===== src/rtl/wkup_pkg.sv =====
package wkup_pkg;
   // pending-vector bit positions (software decodes these)
   localparam int TMR_BIT  = 0;
   localparam int C1_BIT   = 1;
   localparam int C2_BIT   = 2;
   localparam int WDT_BIT  = 3;
   localparam int PIN_BASE = 4;
   // width of the timeout-enable slice and the port-A enable slice
   localparam int TO_EN_W  = 3;
   localparam int PA_EN_W  = 3;
endpackage


===== src/rtl/wkup_sync.sv =====
module wkup_sync #(
   parameter int W       = 4,
   parameter int STAGES  = 2,
   parameter bit RST_VAL = 1'b1
) (
   input  logic         clk,
   input  logic         rst_n,
   input  logic [W-1:0] din,
   output logic [W-1:0] cur,
   output logic [W-1:0] prv
);
   localparam logic [W-1:0] RST_VEC = {W{RST_VAL}};

   generate
      if (STAGES < 2) begin : g_bad_stages
         $error("wkup_sync: STAGES must be at least 2");
      end
   endgenerate

   logic [W-1:0] stg [STAGES];
   logic [W-1:0] prv_q;

   always_ff @(posedge clk or negedge rst_n) begin
      if (!rst_n) begin
         for (int k = 0; k < STAGES; k++) stg[k] <= RST_VEC;
         prv_q <= RST_VEC;
      end else begin
         stg[0] <= din;
         for (int k = 1; k < STAGES; k++) stg[k] <= stg[k-1];
         prv_q <= stg[STAGES-1];
      end
   end

   assign cur = stg[STAGES-1];
   assign prv = prv_q;
endmodule


===== src/rtl/wkup_edge.sv =====
module wkup_edge #(
   parameter int NA = 4,
   parameter int NB = 4
) (
   input  logic [NA-1:0]    a_cur,
   input  logic [NA-1:0]    a_prv,
   input  logic [NB-1:0]    b_cur,
   input  logic [NB-1:0]    b_prv,
   input  logic [2:0]       a_en,
   input  logic [NB-1:0]    b_en,
   input  logic             a0_rise,
   output logic [NA+NB-1:0] ev
);
   generate
      if (NA < 3) begin : g_bad_na
         $error("wkup_edge: NA must be at least 3");
      end
      if (NB < 1) begin : g_bad_nb
         $error("wkup_edge: NB must be at least 1");
      end

      for (genvar i = 0; i < NA; i++) begin : g_pa
         logic fall_a;
         logic rise_a;
         assign fall_a = a_prv[i] & ~a_cur[i];
         assign rise_a = ~a_prv[i] & a_cur[i];
         if (i == 0) begin : g_sel_edge
            assign ev[i] = a_en[0] & (a0_rise ? rise_a : fall_a);
         end else if (i == 1) begin : g_own_en
            assign ev[i] = a_en[1] & fall_a;
         end else begin : g_shared_en
            assign ev[i] = a_en[2] & fall_a;
         end
      end

      for (genvar j = 0; j < NB; j++) begin : g_pb
         assign ev[NA+j] = b_en[j] & b_prv[j] & ~b_cur[j];
      end
   endgenerate
endmodule


===== src/rtl/wkup_event.sv =====
module wkup_event
   import wkup_pkg::*;
#(
   parameter int NP = 8,
   localparam int PW = PIN_BASE + NP
) (
   input  logic               clk,
   input  logic               rst_n,
   input  logic               sleep_i,
   input  logic               tmr_i,
   input  logic               c1_i,
   input  logic               c2_i,
   input  logic               wdt_i,
   input  logic [TO_EN_W-1:0] to_en,
   input  logic [NP-1:0]      pin_ev,
   input  logic [PW-1:0]      clr_i,
   output logic [PW-1:0]      pend_o,
   output logic               rst_req_o,
   output logic               wake_req_o
);
   logic [PW-1:0] pend_q;
   logic [PW-1:0] set_v;
   logic          rst_q;
   logic          wake_q;
   logic          cause;

   always_comb begin
      set_v                  = '0;
      set_v[TMR_BIT]         = tmr_i & to_en[0] & ~sleep_i;
      set_v[C1_BIT]          = c1_i  & to_en[1] & ~sleep_i;
      set_v[C2_BIT]          = c2_i  & to_en[2] & ~sleep_i;
      set_v[WDT_BIT]         = wdt_i;
      set_v[PIN_BASE +: NP]  = pin_ev & {NP{sleep_i}};
      cause                  = wdt_i | (sleep_i & (|pin_ev));
   end

   always_ff @(posedge clk or negedge rst_n) begin
      if (!rst_n) begin
         pend_q <= '0;
         rst_q  <= 1'b0;
         wake_q <= 1'b0;
      end else begin
         pend_q <= (pend_q & ~clr_i) | set_v;
         rst_q  <= cause & ~rst_q;
         wake_q <= cause & sleep_i & ~rst_q;
      end
   end

   assign pend_o     = pend_q;
   assign rst_req_o  = rst_q;
   assign wake_req_o = wake_q;

   // timer timeout during sleep never creates a pending flag
   assert_sleep_timer_quiet_R2: assert property (@(posedge clk) disable iff (!rst_n)
      (sleep_i && tmr_i && !pend_q[TMR_BIT]) |=> !pend_q[TMR_BIT]);

   // watchdog pulse always leads to a reset request unless one is already out
   assert_wdt_forces_reset_R4: assert property (@(posedge clk) disable iff (!rst_n)
      (wdt_i && !rst_q) |=> (rst_q && pend_q[WDT_BIT]));

   // a wake pulse never appears without the reset pulse
   assert_wake_with_reset_R4: assert property (@(posedge clk) disable iff (!rst_n)
      wake_q |-> rst_q);

   // uncleared pending bits survive the next edge
   assert_pend_sticky_R11: assert property (@(posedge clk) disable iff (!rst_n)
      ((pend_q & ~clr_i) != '0) |=> ((pend_q & $past(pend_q & ~clr_i)) == $past(pend_q & ~clr_i)));

   // the reset request is never longer than one cycle
   assert_single_pulse_R12: assert property (@(posedge clk) disable iff (!rst_n)
      rst_q |=> !rst_q);
endmodule


===== src/rtl/wkup_ctrl.sv =====
module wkup_ctrl
   import wkup_pkg::*;
#(
   parameter int NA          = 4,
   parameter int NB          = 4,
   parameter int SYNC_STAGES = 2,
   localparam int NP         = NA + NB,
   localparam int PW         = PIN_BASE + NP
) (
   input  logic          clk,
   input  logic          rst_n,
   input  logic          sleep_i,
   input  logic [NA-1:0] pa_i,
   input  logic [NB-1:0] pb_i,
   input  logic          tmr_to_i,
   input  logic          cnt1_to_i,
   input  logic          cnt2_to_i,
   input  logic          wdt_to_i,
   input  logic [5:0]    wk_en_i,
   input  logic [NB-1:0] pb_en_i,
   input  logic          a0_rise_i,
   input  logic [PW-1:0] pend_clr_i,
   output logic          wake_req_o,
   output logic          rst_req_o,
   output logic [PW-1:0] pend_o
);
   logic [NA-1:0] a_cur, a_prv;
   logic [NB-1:0] b_cur, b_prv;
   logic [NP-1:0] pin_ev;

   wkup_sync #(.W(NA), .STAGES(SYNC_STAGES), .RST_VAL(1'b1)) u_sync_a (
      .clk(clk), .rst_n(rst_n), .din(pa_i), .cur(a_cur), .prv(a_prv));

   wkup_sync #(.W(NB), .STAGES(SYNC_STAGES), .RST_VAL(1'b1)) u_sync_b (
      .clk(clk), .rst_n(rst_n), .din(pb_i), .cur(b_cur), .prv(b_prv));

   wkup_edge #(.NA(NA), .NB(NB)) u_edge (
      .a_cur(a_cur), .a_prv(a_prv), .b_cur(b_cur), .b_prv(b_prv),
      .a_en(wk_en_i[5:3]), .b_en(pb_en_i), .a0_rise(a0_rise_i), .ev(pin_ev));

   wkup_event #(.NP(NP)) u_event (
      .clk(clk), .rst_n(rst_n), .sleep_i(sleep_i),
      .tmr_i(tmr_to_i), .c1_i(cnt1_to_i), .c2_i(cnt2_to_i), .wdt_i(wdt_to_i),
      .to_en(wk_en_i[2:0]), .pin_ev(pin_ev), .clr_i(pend_clr_i),
      .pend_o(pend_o), .rst_req_o(rst_req_o), .wake_req_o(wake_req_o));

   // out of sleep there is never a wake pulse on the following cycle
   assert_awake_no_wake_R9: assert property (@(posedge clk) disable iff (!rst_n)
      !sleep_i |=> !wake_req_o);
endmodule


===== config.mk =====
export PLATFORM = sky130hd
export DESIGN_NAME = wkup_ctrl
export DESIGN_NICKNAME = d
export VERILOG_FILES = /design/src/rtl/wkup_pkg.sv /design/src/rtl/wkup_sync.sv /design/src/rtl/wkup_edge.sv /design/src/rtl/wkup_event.sv /design/src/rtl/wkup_ctrl.sv
export SDC_FILE = /design/constraint.sdc
export NUM_CORES = 1
export LEC_CHECK = 0
export BUFFER_PORTS_ARGS = -buffer_cell sky130_fd_sc_hd__clkbuf_2
export CAP_MARGIN = 30
export CORE_MARGIN = 2
export CORE_UTILIZATION = 46
export DETAILED_ROUTE_END_ITERATION = 10
export GPL_ROUTABILITY_DRIVEN = 0
export MAX_ROUTING_LAYER = met4
export PLACE_DENSITY = 0.79
export SLEW_MARGIN = 10
export SYNTH_ARGS = -nofsm -noshare
export SYNTH_HDL_FRONTEND = slang
export SYNTH_SLANG_ARGS = --single-unit

===== constraint.sdc =====
create_clock -name clk -period 1.4 [get_ports clk]
set_input_delay 0.14 -clock clk [delete_from_list [all_inputs] [get_ports clk]]
set_output_delay 0.14 -clock clk [all_outputs]
set_load 0.005 [all_outputs]

==> results.md, run 1 <==
Run status:
- The run finished with clean final reports.

Route:
- The wire length per cell is 13.6 µm.
- In the routed design, unresolved DRC markers number 0.
- Summed over all layers, the routed wires come to 2640 µm.
- The final antenna-violating net count is 0.
- Before antenna repair, the detailed router went through 4 iterations.
- The violation count after the first detailed-routing iteration is 16.
- The post-detailed-route via-to-cell ratio is 4.72.
- Across all layers, the routed design uses 915 vias.

Final layout:
- Fill cells in the final layout number 185.
- The number of antenna cells inserted is 0.
- Relative to the synthesized area, the layout overhead comes to 43.9%.
- The utilization after layout is 0.680.
- The fraction of final layout cells sized beyond drive strength 1 is 0.552.
- The final design area excluding fillers is 1830 µm².
- In the layout the commonest cells are 51 x sky130_fd_sc_hd__clkbuf_2, 24 x sky130_fd_sc_hd__dfstp_2, 18 x sky130_fd_sc_hd__dlygate4sd3_1.
- After the last flow step, the layout net total stands at 200.
- The most common library cell in the layout ignoring fill and taps is sky130_fd_sc_hd__clkbuf_2.

Floorplanning:
- The area of the placeable core is 2690 µm².
- The initial utilization of the core area, before any placement, comes to 0.473.
- The die footprint is 3200 µm².
- The floorplan step set the die width to 56.5 µm.
- The height of the die is 56.5 µm.
- The row count is 19.
- 52 I/O pins were placed.

Yosys:
- The number of cells produced by synthesis is 85.
- Of the post-synthesis cell area, the part taken by muxes is 0.
- The main combinational cell family by area after synthesis is simple AND/OR/NAND/NOR gates.
- The count of yosys warnings during synthesis is 0.
- The share of the Yosys chip area taken by registers is 0.772.
- Of the total synthesized cell area, the portion taken by AND, OR, NAND and NOR gates is 0.100.
- The average instance in the mapped netlist occupies 14.9 µm².
- The xor/xnor share of the synthesized area is 0.
- After synthesis the cells add up to 1270 µm².
- The synthesized-area fraction occupied by ao, oa, aoi and oai cells is 0.0887.
- When the netlist entered floorplanning its net count stood at 123.
- The number of different library cells used by synthesis comes to 20.
- The share of synthesized cell area in full adder, half adder and majority cells is 0.
- The number of synthesized register bits is 38.

STA:
- The setup TNS is 0 ns.
- Based on the critical path, the design can be clocked at up to 0.780 GHz.
- The final cycle utilization of the critical path is 0.916.
- Setup violations remaining at the end of the flow were counted as 0.
- The headroom to the max-slew limit is 0.703.
- The hold violation total from the final report is 0.
- Setup repair after global routing could not meet its margin everywhere.
- Across the routed clock network, the largest skew measured is 0.0112 ns.
- The clock period could shrink to 1.28 ns.
- The number of slew-limit violations in the final report is 0.
- At the pin with the least slew margin, the transition time is 0.445 ns.
- The final hold slack is 0.0346 ns.

Power:
- The switching component of the power is 0.000503 W.
- The portion of total power attributed to combinational logic is 0.106.
- VDD sags by at most 1060 µV.
- The analysis attributes to cell leakage a power of 0.882 nW.
- The fraction of power spent switching nets is 0.237.
- Of the total power, the clock network draws 0.319.
- The sequential power share is 0.575.
- For this design the ratio of total power to cell area is 1160 nW/µm².
- The internal cell power is 0.00162 W.

Critical path:
- The largest individual stage delay along the critical path comes from the cell sky130_fd_sc_hd__dfstp_2.
- For the worst setup path, the data arrival time is 1.52 ns.
- By startpoint and endpoint, the worst setup path is classified as register to register.
- In this run the worst path has a maximum fanout of 2.
- The path depth of the worst reg2reg path is 4.
- The signal on the critical path passes through nand3b_1 > nand4_2 > nor4_4 > o22ai_1.
- The worst register-to-register path begins at u_sync_b.cur[0].
- The setup check on the worst reg-to-reg path leaves a slack of 0.12 ns.
- The category of the worst setup path launch point is a register.
- The delay of the slowest cell on the worst path is 0.55 ns.
- The required arrival time at the worst endpoint is 1.64 ns.
- The worst setup path is captured at a register.
- The reg-to-reg endpoint is u_event.rst_req_o.

Clock network:
- The TritonCTS clock tree is built.
- The number of buffers inserted to repair setup after CTS is 0.
- The number of H-tree branching levels is 2.
- The maximum root-to-sink buffer count is 2.
- The number of instances resized during post-cts repair is 0.
- Counting the buffers created by CTS gives 5.
- The count of clock tree sinks is 38.
- In this run the clock root is driven by a sky130_fd_sc_hd__clkbuf_4.
- Clock-pin slew was measured on the worst setup and hold paths at 0.12 ns.
- The clock latency reported for the late side of the worst-skew pair is 0.35 ns.

Placed design:
- The total half-perimeter wirelength after legalization and detailed placement is 1780 µm.
- In this run the tool buffered the top-level ports with 51 buffer cells.
- The placed instance area is 1570 µm².

Worst hold path:
- Counting instances, the worst hold path has a depth of 2.
- In this run the worst hold path is classified as input port to register.
- The end of the worst hold path is u_event.pend_o[1].
- The source of the worst hold timing path is wk_en_i[1].

GRT:
- The via count of the first global-routing pass is 971.
- Global routing finished with a remaining overflow of 0.
- The largest net degree at the start of global routing is 39.
- The overall fraction of global-route tracks in use is 0.198.
- The number of antenna violations at the first check in global routing was 0.
- The first global-routing pass estimated 4400 µm of wire.

Run:
- Across the run, the number of max-cap violations was 0.
-- power by group through the flow --
stage / sequential [W] / combinational, W / clock, W
2_1_floorplan: 0.00124 / 0.0000622 / 0
3_3_place_gp: 0.00124 / 0.000179 / 0
3_5_place_dp: 0.00124 / 0.000186 / 0
4_1_cts: 0.00122 / 0.000226 / 0.000688
5_1_grt: 0.00123 / 0.000250 / 0.000750
6_report: 0.00122 / 0.000226 / 0.000678
-- area by class of cell --
type | count | area, µm² | share of cell area
Sequential cell | 38 | 981 | 0.537
Inverter | 13 | 48.8 | 0.0267
Clock inverter | 2 | 13.8 | 0.00753
Clock buffer | 6 | 62.6 | 0.0342
Tap cell | 31 | 38.8 | 0.0212
Multi-Input combinational cell | 34 | 240 | 0.131
Timing Repair Buffer | 70 | 443 | 0.242
-- synth_stat cells --
| cell | count | share of area |
|---|---|---|
| sky130_fd_sc_hd__nor4_4 | 1 | 0.017 |
| sky130_fd_sc_hd__inv_1 | 12 | 0.035 |
| sky130_fd_sc_hd__a31oi_1 | 1 | 0.0049 |
| sky130_fd_sc_hd__o22ai_2 | 1 | 0.0099 |
| sky130_fd_sc_hd__o22ai_1 | 5 | 0.025 |
| sky130_fd_sc_hd__nand3b_2 | 1 | 0.0089 |
| sky130_fd_sc_hd__nand2_1 | 6 | 0.018 |
| sky130_fd_sc_hd__inv_2 | 1 | 0.0030 |
| sky130_fd_sc_hd__dfstp_2 | 24 | 0.50 |
| sky130_fd_sc_hd__o21ai_1 | 4 | 0.016 |
| sky130_fd_sc_hd__nand3_1 | 1 | 0.0039 |
| sky130_fd_sc_hd__nand3b_1 | 3 | 0.018 |
| sky130_fd_sc_hd__and3b_4 | 1 | 0.0099 |
| sky130_fd_sc_hd__a21o_1 | 1 | 0.0059 |
| sky130_fd_sc_hd__a21oi_1 | 1 | 0.0039 |
| sky130_fd_sc_hd__nand2b_1 | 2 | 0.0099 |
| sky130_fd_sc_hd__dfrtp_1 | 14 | 0.28 |
| sky130_fd_sc_hd__nand4_2 | 1 | 0.0099 |
| sky130_fd_sc_hd__a32o_1 | 3 | 0.024 |
| sky130_fd_sc_hd__nor2_1 | 2 | 0.0059 |
-- critical path, delay by kind of cell, from the launching register on --
kind            cells  cell delay [ns]
flops               1             0.55
simple gates        3             0.50
compound gates      1             0.12
-- cells by family (layout without fill, tap and decap cells) --
| family | Yosys count | in the layout |
|---|---|---|
| AO/OA/AOI/OAI | 16 | 16 |
| AND/OR/NAND/NOR | 18 | 18 |
| buffers and inverters | 13 | 91 |
| flip-flops | 38 | 38 |
-- through the flow --
stage               power, W  setup slack [ns]  cells
finish               0.00213             0.118    194
global route         0.00223          -0.00155    194
CTS                  0.00214            0.0930    194
detailed placement   0.00143             0.110    168
global placement     0.00141             0.162    168
floorplan            0.00130             0.188     85
-- how the worst max path moves through the flow --
stage,startpoint,to,cells past startpoint
finish,u_sync_b.cur[0],u_event.rst_req_o,4
global route,u_sync_b.cur[0],u_event.rst_req_o,4
CTS,u_sync_b.cur[0],u_event.rst_req_o,4
detailed placement,u_sync_a.cur[2],u_event.rst_req_o,4
global placement,u_sync_a.cur[2],u_event.rst_req_o,4
floorplan,u_sync_a.cur[2],u_event.rst_req_o,4
-- sequential cells by signal, summed over array words and instances (netlist names) --
| signal | count |
|---|---|
| u_sync_a.prv | 4 |
| u_event.wake_req_o | 1 |
| u_sync_b.cur | 4 |
| u_event.pend_o | 12 |
| u_sync_b.prv | 4 |
| u_sync_b.stg | 4 |
| u_sync_a.stg | 4 |
| u_sync_a.cur | 4 |
| u_event.rst_req_o | 1 |
-- repair_timing --
item	in CTS	in global routing
setup endpoints to repair	0	1
hold buffers	18	0
endpoints found under the hold margin	31	0
-- layer usage --
layer  part of all wire  up-vias  global-route usage
met5                  0        -                   -
met3              0.051        8              0.0737
met1               0.38      442               0.213
met2               0.54       26               0.322
li1                   -      439                   -
met4              0.025        0              0.0918
(Power assumes the default switching activity.)
==> inputs of run 2 (changes only) <==
Settings changed: ABC_AREA from default to 1.
==> run 2 against run 1 <==
Compared with the run above: sequential share of layout area fell by 2.3 points; largest power group unchanged; sequential power hardly changed; combinational power barely moved.
==> results.md, run 2 <==
Critical path:
- The worst setup path is launched from a register.
- The origin of the critical flop-to-flop path is u_sync_a.cur[2].
- The worst register-to-register path ends at u_event.wake_req_o.
- In this design, the largest share of critical-path delay is due to flip-flops.
- The register-to-register path setup slack is 0.19 ns.
- Counting buffers and inverters, the worst setup path is 7 cells deep.
- Walking the worst path, the cells encountered are inv_1 > nand3_1 > nand2_1 > nor2_1 > nand2_1 > o21bai_1 > nor2_1.
- At the worst endpoint, the required time is 1.65 ns.
- Among all stages on the critical path, the largest delay is contributed by sky130_fd_sc_hd__dfstp_2.
- Counting both buffers and inverters, the worst setup path holds a total of 1.
- Of all nets on the critical path, the largest fanout is 2.
- The worst endpoint data arrival time is 1.46 ns.
- The critical path is of the register to register type.
- The worst setup path is captured at a register.
- The path depth of the worst reg2reg path is 7.
- The largest single stage delay on the critical path is 0.55 ns.

Yosys:
- After synthesis, the netlist uses 13 different library cells.
- The number of synthesized register bits is 38.
- The count of flip-flops with a built-in enable after synthesis is 0.
- Averaged over all synthesized cells, the footprint is 12.3 µm².
- After synthesis the cells add up to 1280 µm².
- Sorting the synthesized cells by how often they occur yields 24 x sky130_fd_sc_hd__dfstp_2, 24 x sky130_fd_sc_hd__inv_1, 14 x sky130_fd_sc_hd__dfrtp_1.
- The share of the Yosys chip area taken by registers is 0.766.
- In the post-synthesis netlist, the biggest area contributors are sky130_fd_sc_hd__dfstp_2 49%, sky130_fd_sc_hd__dfrtp_1 27%, sky130_fd_sc_hd__inv_1 7.0%, sky130_fd_sc_hd__nand3_1 3.5%, sky130_fd_sc_hd__nand2_1 3.5%.
- The count of yosys warnings during synthesis is 0.
- The number of cells produced by synthesis is 104.
- Among all flip-flop cells after synthesis, the most frequent one is sky130_fd_sc_hd__dfstp_2.
- The number of nets produced by synthesis is 142.
- The top-area cell type share of the netlist area is 0.493.
- The largest area contributor in the netlist is sky130_fd_sc_hd__dfstp_2.
- Of all flip-flops after synthesis, the portion carrying an async set or reset was 1.00.

Power:
- The total chip power is 0.00238 W.
- The power per standard cell area is 1250 nW/µm².
- The worst voltage drop across the vdd grid is 1010 µV.
- Summed over all cells, the static leakage comes to 0.981 nW.

Final layout:
- In the layout the commonest cells are 51 x sky130_fd_sc_hd__clkbuf_2, 24 x sky130_fd_sc_hd__inv_1, 24 x sky130_fd_sc_hd__dfstp_2.
- The sequential cell area is 981 µm².
- The net count of the finished layout is 222.
- The number of fillers in the final layout is 199.
- The library cell used most frequently in the layout, excluding fill and tap cells, is sky130_fd_sc_hd__clkbuf_2.
- Compared with the post-synthesis result, the final layout area differs by 49.3%.
- Of the cells placed in the final design, the portion with a size suffix greater than 1 is 0.470.
- In the final layout, the multi-input gates occupy 205 µm².
- The flip-flop count of the largest register, all copies and words added is 12.
- 0 antenna diodes ended up in the layout.

Route:
- After the first detailed-routing iteration, the DRC count stood at 11.
- The final antenna-violating net count is 0.
- The DRC violations left is 0.
- The highest layer touched by signal routing is met4.
- After detailed routing, the average wire length per cell comes to 12.6 µm.
- Summed over all layers, the routed wires come to 2730 µm.
- The post-detailed-route via-to-cell ratio is 4.57.
- The met3 wire length is 176 µm.
- For this block, wires on met1 add up to 1020 µm.
- The number of iterations in the first detailed-routing pass is 4.
- The final route contains 988 vias.
- The met2 wirelength from detailed routing is 1510 µm.

STA:
- At the pin with the least slew margin, the transition time is 0.470 ns.
- The final cycle utilization of the critical path is 0.865.
- Setup violations remaining at the end of the flow were counted as 0.
- The largest clock skew in the final design is 0.00804 ns.
- The time the final worst path needs with I/O delays and setup is 1.21 ns.
- The setup TNS is 0 ns.
- The hold violation total from the final report came to 0.
- The final hold slack is 0.0204 ns.
- The timing-limited maximum frequency is 0.826 GHz.
- Headroom to the max-slew limit came out at 0.687.
- The number of slew-limit violations in the final report was 0.
- Setup repair after global routing left no endpoint under its margin.

Clock network:
- The TritonCTS clock tree is built.
- For this design, the sink count on the clock tree is 38.
- The H-tree generated during clock tree synthesis spans 2 levels.
- The maximum root-to-sink buffer count is 2.
- The number of buffers inserted to repair setup after CTS is 0.
- The clock reaches the later pin of the worst-skew pair after 0.34 ns.
- The number of instances resized during post-cts repair is 0.
- The post-CTS clock slew at the launch and capture registers of the worst setup and hold paths is 0.12 ns.
- In this run the clock root is driven by a sky130_fd_sc_hd__clkbuf_4.
- The number of hold-repair buffers added at the cts stage is 21.
- The number of clock buffers added by TritonCTS is 5.

Run:
- Max-cap violations in this run came to 0.

Run status:
- The run finished with clean final reports.

Worst hold path:
- Along the worst hold path, the cell count comes to 3.
- The source of the worst hold timing path is wdt_to_i.
- The class of the most critical hold timing path is input port to register.
- The end of the worst hold path is u_event.pend_o[3].

GRT:
- The number of antenna violations at the first check in global routing is 0.
- The overall fraction of global-route tracks in use is 0.208.
- The via count of the first global-routing pass is 1,096.
- Entering global routing, the biggest net connects 21 pins.
- The first global-routing pass estimated 4730 µm of wire.
- Global routing finished with a remaining overflow of 0.

Floorplanning:
- The starting density of the core is 0.472.
- The die covers 3220 µm².
- After floorplanning, the core was divided into 19 placement rows.
- In this run the count of I/O pins placed on the die edge is 52.
- The die is 56.8 µm tall.
- The floorplan die width is 56.8 µm.
- The core region is 2710 µm².

Placed design:
- The count of port buffers added during placement is 51.
- Once detailed placement completed, the half-perimeter wirelength came to 1840 µm.
## run 2: cell count changes after synthesis, sizes merged, moves of 2 or more
cell / delta
nand3: +9
o21ai: +2
nand2: +7
nor2: +2
nand3b: -4
inv: +11
a32o: -3
nand2b: -2
## run 2: layout make-up
cell class	instances	area share
repair buffers	73	0.254
clock buffers	5	0.0196
multi-input cells	41	0.107
flip-flops and latches	38	0.513
inverters	25	0.0491
well taps	31	0.0203
clock inverters	3	0.0360
## run 2: worst max path at each step
| stage | slack (ns) | end | start |
|---|---|---|---|
| 3_3_place_gp | 0.27 | u_event.wake_req_o | u_sync_b.cur[1] |
| 3_5_place_dp | 0.21 | u_event.wake_req_o | u_sync_a.cur[2] |
| 6_report | 0.19 | u_event.wake_req_o | u_sync_a.cur[2] |
| 2_1_floorplan | 0.32 | u_event.wake_req_o | u_sync_a.cur[2] |
| 4_1_cts | 0.18 | u_event.wake_req_o | u_sync_a.cur[2] |
| 5_1_grt | 0.05 | u_event.wake_req_o | u_sync_a.cur[2] |
## run 2: worst reg2reg max path, stage by stage, from the launching register on
cell and delay [ns]:
sky130_fd_sc_hd__dfstp_2 0.55, sky130_fd_sc_hd__inv_1 0.04, sky130_fd_sc_hd__nand3_1 0.09, sky130_fd_sc_hd__nand2_1 0.07, sky130_fd_sc_hd__nor2_1 0.11, sky130_fd_sc_hd__nand2_1 0.07
sky130_fd_sc_hd__o21bai_1 0.13, sky130_fd_sc_hd__nor2_1 0.05
## run 2: cell families after synthesis
| family | count (synthesis) | share of synthesized area |
|---|---|---|
| DFF | 38 | 0.766 |
| and+or+nand+nor | 27 | 0.0948 |
| buffers and inverters | 25 | 0.0733 |
| AOI/OAI and AO/OA | 14 | 0.0655 |
## run 2: routing by layer
metal  track usage  up-vias
met2         0.367       40
li1              -      480
met5             -        -
met1         0.217      466
met3        0.0783        2
met4        0.0598        0
## run 2: power by group
part | leakage (nW) | switching (W) | total, W | internal, W
logic | 0.490 | 0.000101 | 0.000227 | 0.000126
registers | 0.435 | 0.0000319 | 0.00122 | 0.00119
clock network | 0.0554 | 0.000371 | 0.000929 | 0.000559
## run 2: through the flow
| step | util | std cells | setup slack, ns | instance area, µm² |
|---|---|---|---|---|
| floorplan | - | 104 | 0.324 | 1280 |
| global placement | 0.588 | 187 | 0.265 | 1590 |
| detailed placement | 0.588 | 187 | 0.207 | 1590 |
| CTS | 0.705 | 216 | 0.181 | 1910 |
| global route | 0.705 | 216 | 0.0470 | 1910 |
| finish | 0.705 | 216 | 0.189 | 1910 |
